File: config.mk
export PLATFORM = sky130hd
export DESIGN_NAME = bus_status_cmd
export DESIGN_NICKNAME = d
export VERILOG_FILES = /design/src/rtl/bus_status_cmd.sv
export SDC_FILE = /design/constraint.sdc
export NUM_CORES = 1
export LEC_CHECK = 0
export ABC_AREA = 1
export BUFFER_PORTS_ARGS = -buffer_cell sky130_fd_sc_hd__buf_2
export CORE_MARGIN = 2
export CORE_UTILIZATION = 30
export CTS_CLUSTER_DIAMETER = 120
export DETAILED_ROUTE_END_ITERATION = 10
export PLACE_DENSITY = 0.48
export SLEW_MARGIN = 10
export SYNTH_ARGS = -nofsm -noshare
export SYNTH_HDL_FRONTEND = slang
export SYNTH_SLANG_ARGS = --single-unit
File: constraint.sdc
create_clock -name clk -period 1.2 [get_ports clk]
set_input_delay 0.3 -clock clk [delete_from_list [all_inputs] [get_ports clk]]
set_output_delay 0.3 -clock clk [all_outputs]
set_load 0.005 [all_outputs]
File: src/rtl/bus_status_cmd.sv
module bus_status_cmd #(
  parameter int STW = 3,
  parameter logic [STW-1:0] IDLE_CODE = '1
) (
  input  logic           clk,
  input  logic           rst_n,
  input  logic [STW-1:0] bus_status_i,
  output logic           addr_latch_o,
  output logic           mem_rd_o,
  output logic           mem_wr_o,
  output logic           io_rd_o,
  output logic           io_wr_o,
  output logic           int_ack_o,
  output logic           halt_o
);

  localparam int NCMD = 6;

  logic [STW-1:0]  st_q, prev_q;
  logic [NCMD-1:0] cmd_q, cmd_d, dec;
  logic            start, idle_now;

  assign idle_now = (st_q == IDLE_CODE);
  assign start    = (prev_q == IDLE_CODE) && !idle_now;

  // cmd bit order: {int_ack, io_rd, io_wr, halt, mem_rd, mem_wr}
  always_comb begin
    case (st_q)
      3'b000:  dec = 6'b100000;
      3'b001:  dec = 6'b010000;
      3'b010:  dec = 6'b001000;
      3'b011:  dec = 6'b000100;
      3'b100,
      3'b101:  dec = 6'b000010;
      3'b110:  dec = 6'b000001;
      default: dec = 6'b000000;
    endcase
  end

  always_comb begin
    if (start)         cmd_d = dec;
    else if (idle_now) cmd_d = '0;
    else               cmd_d = cmd_q;
  end

  always_ff @(posedge clk or negedge rst_n) begin
    if (!rst_n) begin
      st_q   <= IDLE_CODE;
      prev_q <= IDLE_CODE;
      cmd_q  <= '0;
    end else begin
      st_q   <= bus_status_i;
      prev_q <= st_q;
      cmd_q  <= cmd_d;
    end
  end

  assign addr_latch_o = start;
  assign {int_ack_o, io_rd_o, io_wr_o, halt_o, mem_rd_o, mem_wr_o} = cmd_q;

  AST_ALE_SINGLE: assert property (@(posedge clk) disable iff (!rst_n)
    addr_latch_o |=> !addr_latch_o);
  AST_CMD_FOLLOWS_ALE: assert property (@(posedge clk) disable iff (!rst_n)
    addr_latch_o |=> ($countones(cmd_q) == 1));
  AST_ONE_STROBE: assert property (@(posedge clk) disable iff (!rst_n)
    $onehot0({int_ack_o, io_rd_o, io_wr_o, halt_o, mem_rd_o, mem_wr_o}));
  AST_NO_ALE_WITH_CMD: assert property (@(posedge clk) disable iff (!rst_n)
    addr_latch_o |-> (cmd_q == '0));
  AST_HOLD_TYPE: assert property (@(posedge clk) disable iff (!rst_n)
    ((cmd_q != '0) && !idle_now) |=> $stable(cmd_q));
  AST_DROP_ON_IDLE: assert property (@(posedge clk) disable iff (!rst_n)
    idle_now |=> (cmd_q == '0));
  AST_HALT_ALONE: assert property (@(posedge clk) disable iff (!rst_n)
    halt_o |-> !(mem_rd_o || mem_wr_o || io_rd_o || io_wr_o || int_ack_o));

endmodule

==> metrics.md <==
| Metric | Value |
|---|---|
| Setup ws final | `-0.247 ns` |
| CTS root buffer | `clkbuf_4` |
| Setup crit end kind | `output port` |
| DRC | `0` |
| Unrepaired setup endpoints after global routing | `true` |
| FMAX | `a little under 700 MHz` |
| Layout cells sized above 1 | `0.516` |
| Synth unique cells | `10` |
| Crit start category | `register` |
| Total GRT Usage | `0.125` |
| Failing checks | `negative setup slack` |
| Critical-path cell list | `nand3_2, a21oi_2, buf_2` |
| Largest net degree at the start of global routing | `13` |
| Max Slew Vio Count | `0` |
| CP Launch Point | `prev_q[0]$_DFF_PN1_` |
| Worst reg2reg path startpoint | `prev_q[0]$_DFF_PN1_` |
| Max-Cap Viols | `0` |
| Least-Margin Pin Slew | `around 0.26 ns` |
| Status | `finished with violations` |
| WP data required | `roughly 0.90 ns` |
| Core ar. | `~0.0015 mm2` |
| Worst R2R Setup Slack | `approximately 0.060 ns` |
| Final min period | `around 1.4 ns` |
| Iteration-0 DRC Markers | `3` |
| GRT overflow | `0` |
| IO buf count | `11` |
| Arr. time, crit path | `between 1 and 1.5 ns` |
| Initial antenna violation count | `0` |
| Hold Crit Class | `input pin to register` |
| Global-route wire length before repair | `around 1.5 mm` |
| Sequential-to-total area share from yosys stat | `0.680` |
| Cells after Synth | `44` |
| Die area | `0.00184 mm2` |
| Ports | `12` |
| Vias per cell | `~4.6` |
| CP max FO | `2` |
| Leakage | `roughly 0.33 nW` |
| Layout fillers | `~150` |
| Ant diodes | `0` |
| R2R cell count | `5` |
| DP Worst Slack | `just under 0.07 ns` |
| Nets | `71` |
| Yosys warnings | `0` |
| Hold Violations, Final | `0` |
| PwrDens | `~1300 mW/mm2` |
| Die H | `between 40 and 50 um` |
| Starting Density | `0.312` |
| Clock power frac | `0.314` |
| RR Endpoint | `cmd_q[0]$_DFFE_PN0P_` |
| Final Instance Count excl. Fillers | `80` |
| WL final | `around 950 um` |
| Sequential power share | `0.580` |
| Yosys reg bits | `12` |
| Internal power | `0.000589 W` |
| Fin crit share | `1.21` |
| Crit path max-delay cell type | `dfstp_2` |
| GPL Wtd Cong | `0.746` |
| H-tree lvl count | `1` |
| Post-Syn Area | `approximately 450 um2` |
| DRT antenna net count | `0` |
| Final setup vio count | `1` |
| Critical path class | `register to output port` |
| Psw | `around 0.00019 W` |
| Routed WL per cell | `11.9 um` |
| DIE WIDTH | `around 43 um` |
| Vias in the first global route | `338` |
| Max stage delay on crit path | `between 0.5 and 0.6 ns` |
| Clock skew | `0.000988 ns` |
| DP Area | `around 550 um2` |
| Commonest non-fill, non-tap cell in the layout | `buf_2` |
| Hpwl dp | `between 600 and 700 um` |
| Syn Area/Cell | `slightly above 10 um2` |
| Most frequent cells in the layout | `buf_2, nand3_1, nand2_1` |
| Pre-antenna DRT Iters | `4` |
| Placed cell count | `between 70 and 80` |
| Hold Slack | `approximately 0.12 ns` |
| Worst skew pair latency | `roughly 0.27 ns` |
| Mapped Nets | `49` |
| Combinational share of power | `0.106` |
| TNS Setup | `-0.247 ns` |
| Row cnt | `14` |
| Inserted Clock Buffers | `3` |
| Post-layout instance area | `622 um2` |
| Worst vdd ir | `between 0.7 and 0.8 mV` |
| Clock transition at path regs | `roughly 0.070 ns` |
| Setup crit end | `addr_latch_o` |
| Vias | `approximately 370` |
| Switching share of power | `0.242` |
| Slew headroom | `0.824` |
| Max clock buf depth | `2` |
| CTS tree | `done` |
| Area Overhead vs Synth | `37.3%` |
| Clk sinks | `12` |
==> what timing repair did <==
item | 4_1_cts | 5_1_grt
pin swaps | 1 | 0
buffers inserted | 2 | 0
setup endpoints to repair | 1 | 7
endpoints found under the hold margin | 6 | 0
hold buffers | 1 | 0
gates resized for setup | 2 | 4
==> routing by layer <==
layer,vias to the layer above,track usage,wire length (um)
met4,0,0.113,36
li1,185,-,-
met5,-,0,0
met2,7,0.176,448
met1,172,0.142,433
met3,4,0.0511,32
==> synthesized netlist by cell type <==
library cell  number  area (um2)
dfrtp_1            6         150
nor2_1             3        11.3
a21oi_1            1        5.00
inv_1              4        15.0
nor2_2             1        6.26
nand3_1           12        60.1
dfstp_2            6         158
nand2_1            9        33.8
nand3_2            1        10.0
inv_2              1        3.75
==> power groups by stage <==
| stage | Sequential (W) | Clock (W) | Combinational (W) |
|---|---|---|---|
| after floorplan | 0.000458 | 0 | 0.0000265 |
| after global placement | 0.000456 | 0 | 0.0000704 |
| after detailed placement | 0.000456 | 0 | 0.0000708 |
| after CTS | 0.000450 | 0.000253 | 0.0000788 |
| after global routing | 0.000454 | 0.000275 | 0.0000926 |
| final | 0.000451 | 0.000244 | 0.0000825 |
==> area by class of cell <==
cell class / count / area, um2 / share of cell area
Clock buffer: 3 / 22.5 / 0.0362
Multi-Input combinational cell: 27 / 150 / 0.241
Timing Repair Buffer: 17 / 103 / 0.165
Tap cell: 16 / 20.0 / 0.0322
Inverter: 5 / 18.8 / 0.0302
Sequential cell: 12 / 308 / 0.495
==> worst min path at each step <==
| stage | depth (start not counted) | to | slack (ns) | from |
|---|---|---|---|---|
| detailed placement | 1 | cmd_q[4]$_DFFE_PN0P_ | 0.19 | rst_n |
| global placement | 1 | cmd_q[4]$_DFFE_PN0P_ | 0.19 | rst_n |
| floorplan | 0 | cmd_q[0]$_DFFE_PN0P_ | 0.004 | rst_n |
| CTS | 1 | st_q[0]$_DFF_PN1_ | 0.12 | bus_status_i[0] |
| finish | 1 | st_q[0]$_DFF_PN1_ | 0.12 | bus_status_i[0] |
| global route | 1 | st_q[0]$_DFF_PN1_ | 0.11 | bus_status_i[0] |
==> critical path: cells and delay by family (launching register included) <==
family,cells,cell delay (ns)
flops,1,0.54
buf+inv,1,0.12
compound gates,1,0.12
simple gates,1,0.09
==> logic make-up after synthesis <==
family / Yosys count / synth area share
and+or+nand+nor: 26 / 0.268
buffers and inverters: 5 / 0.0414
DFF: 12 / 0.680
AOI/OAI and AO/OA: 1 / 0.0110
==> metrics by stage <==
stage	utilization	power (W)
final	0.428	0.000778
after global placement	0.379	0.000526
after CTS	0.415	0.000781
after global routing	0.428	0.000821
after floorplan	-	0.000484
after detailed placement	0.379	0.000526
==> flip-flops by register name, summed over array words and instances, names as in the netlist <==
name and cells:
cmd_q 6, prev_q 3, st_q 3
Power figures use the tool's default switching activity.
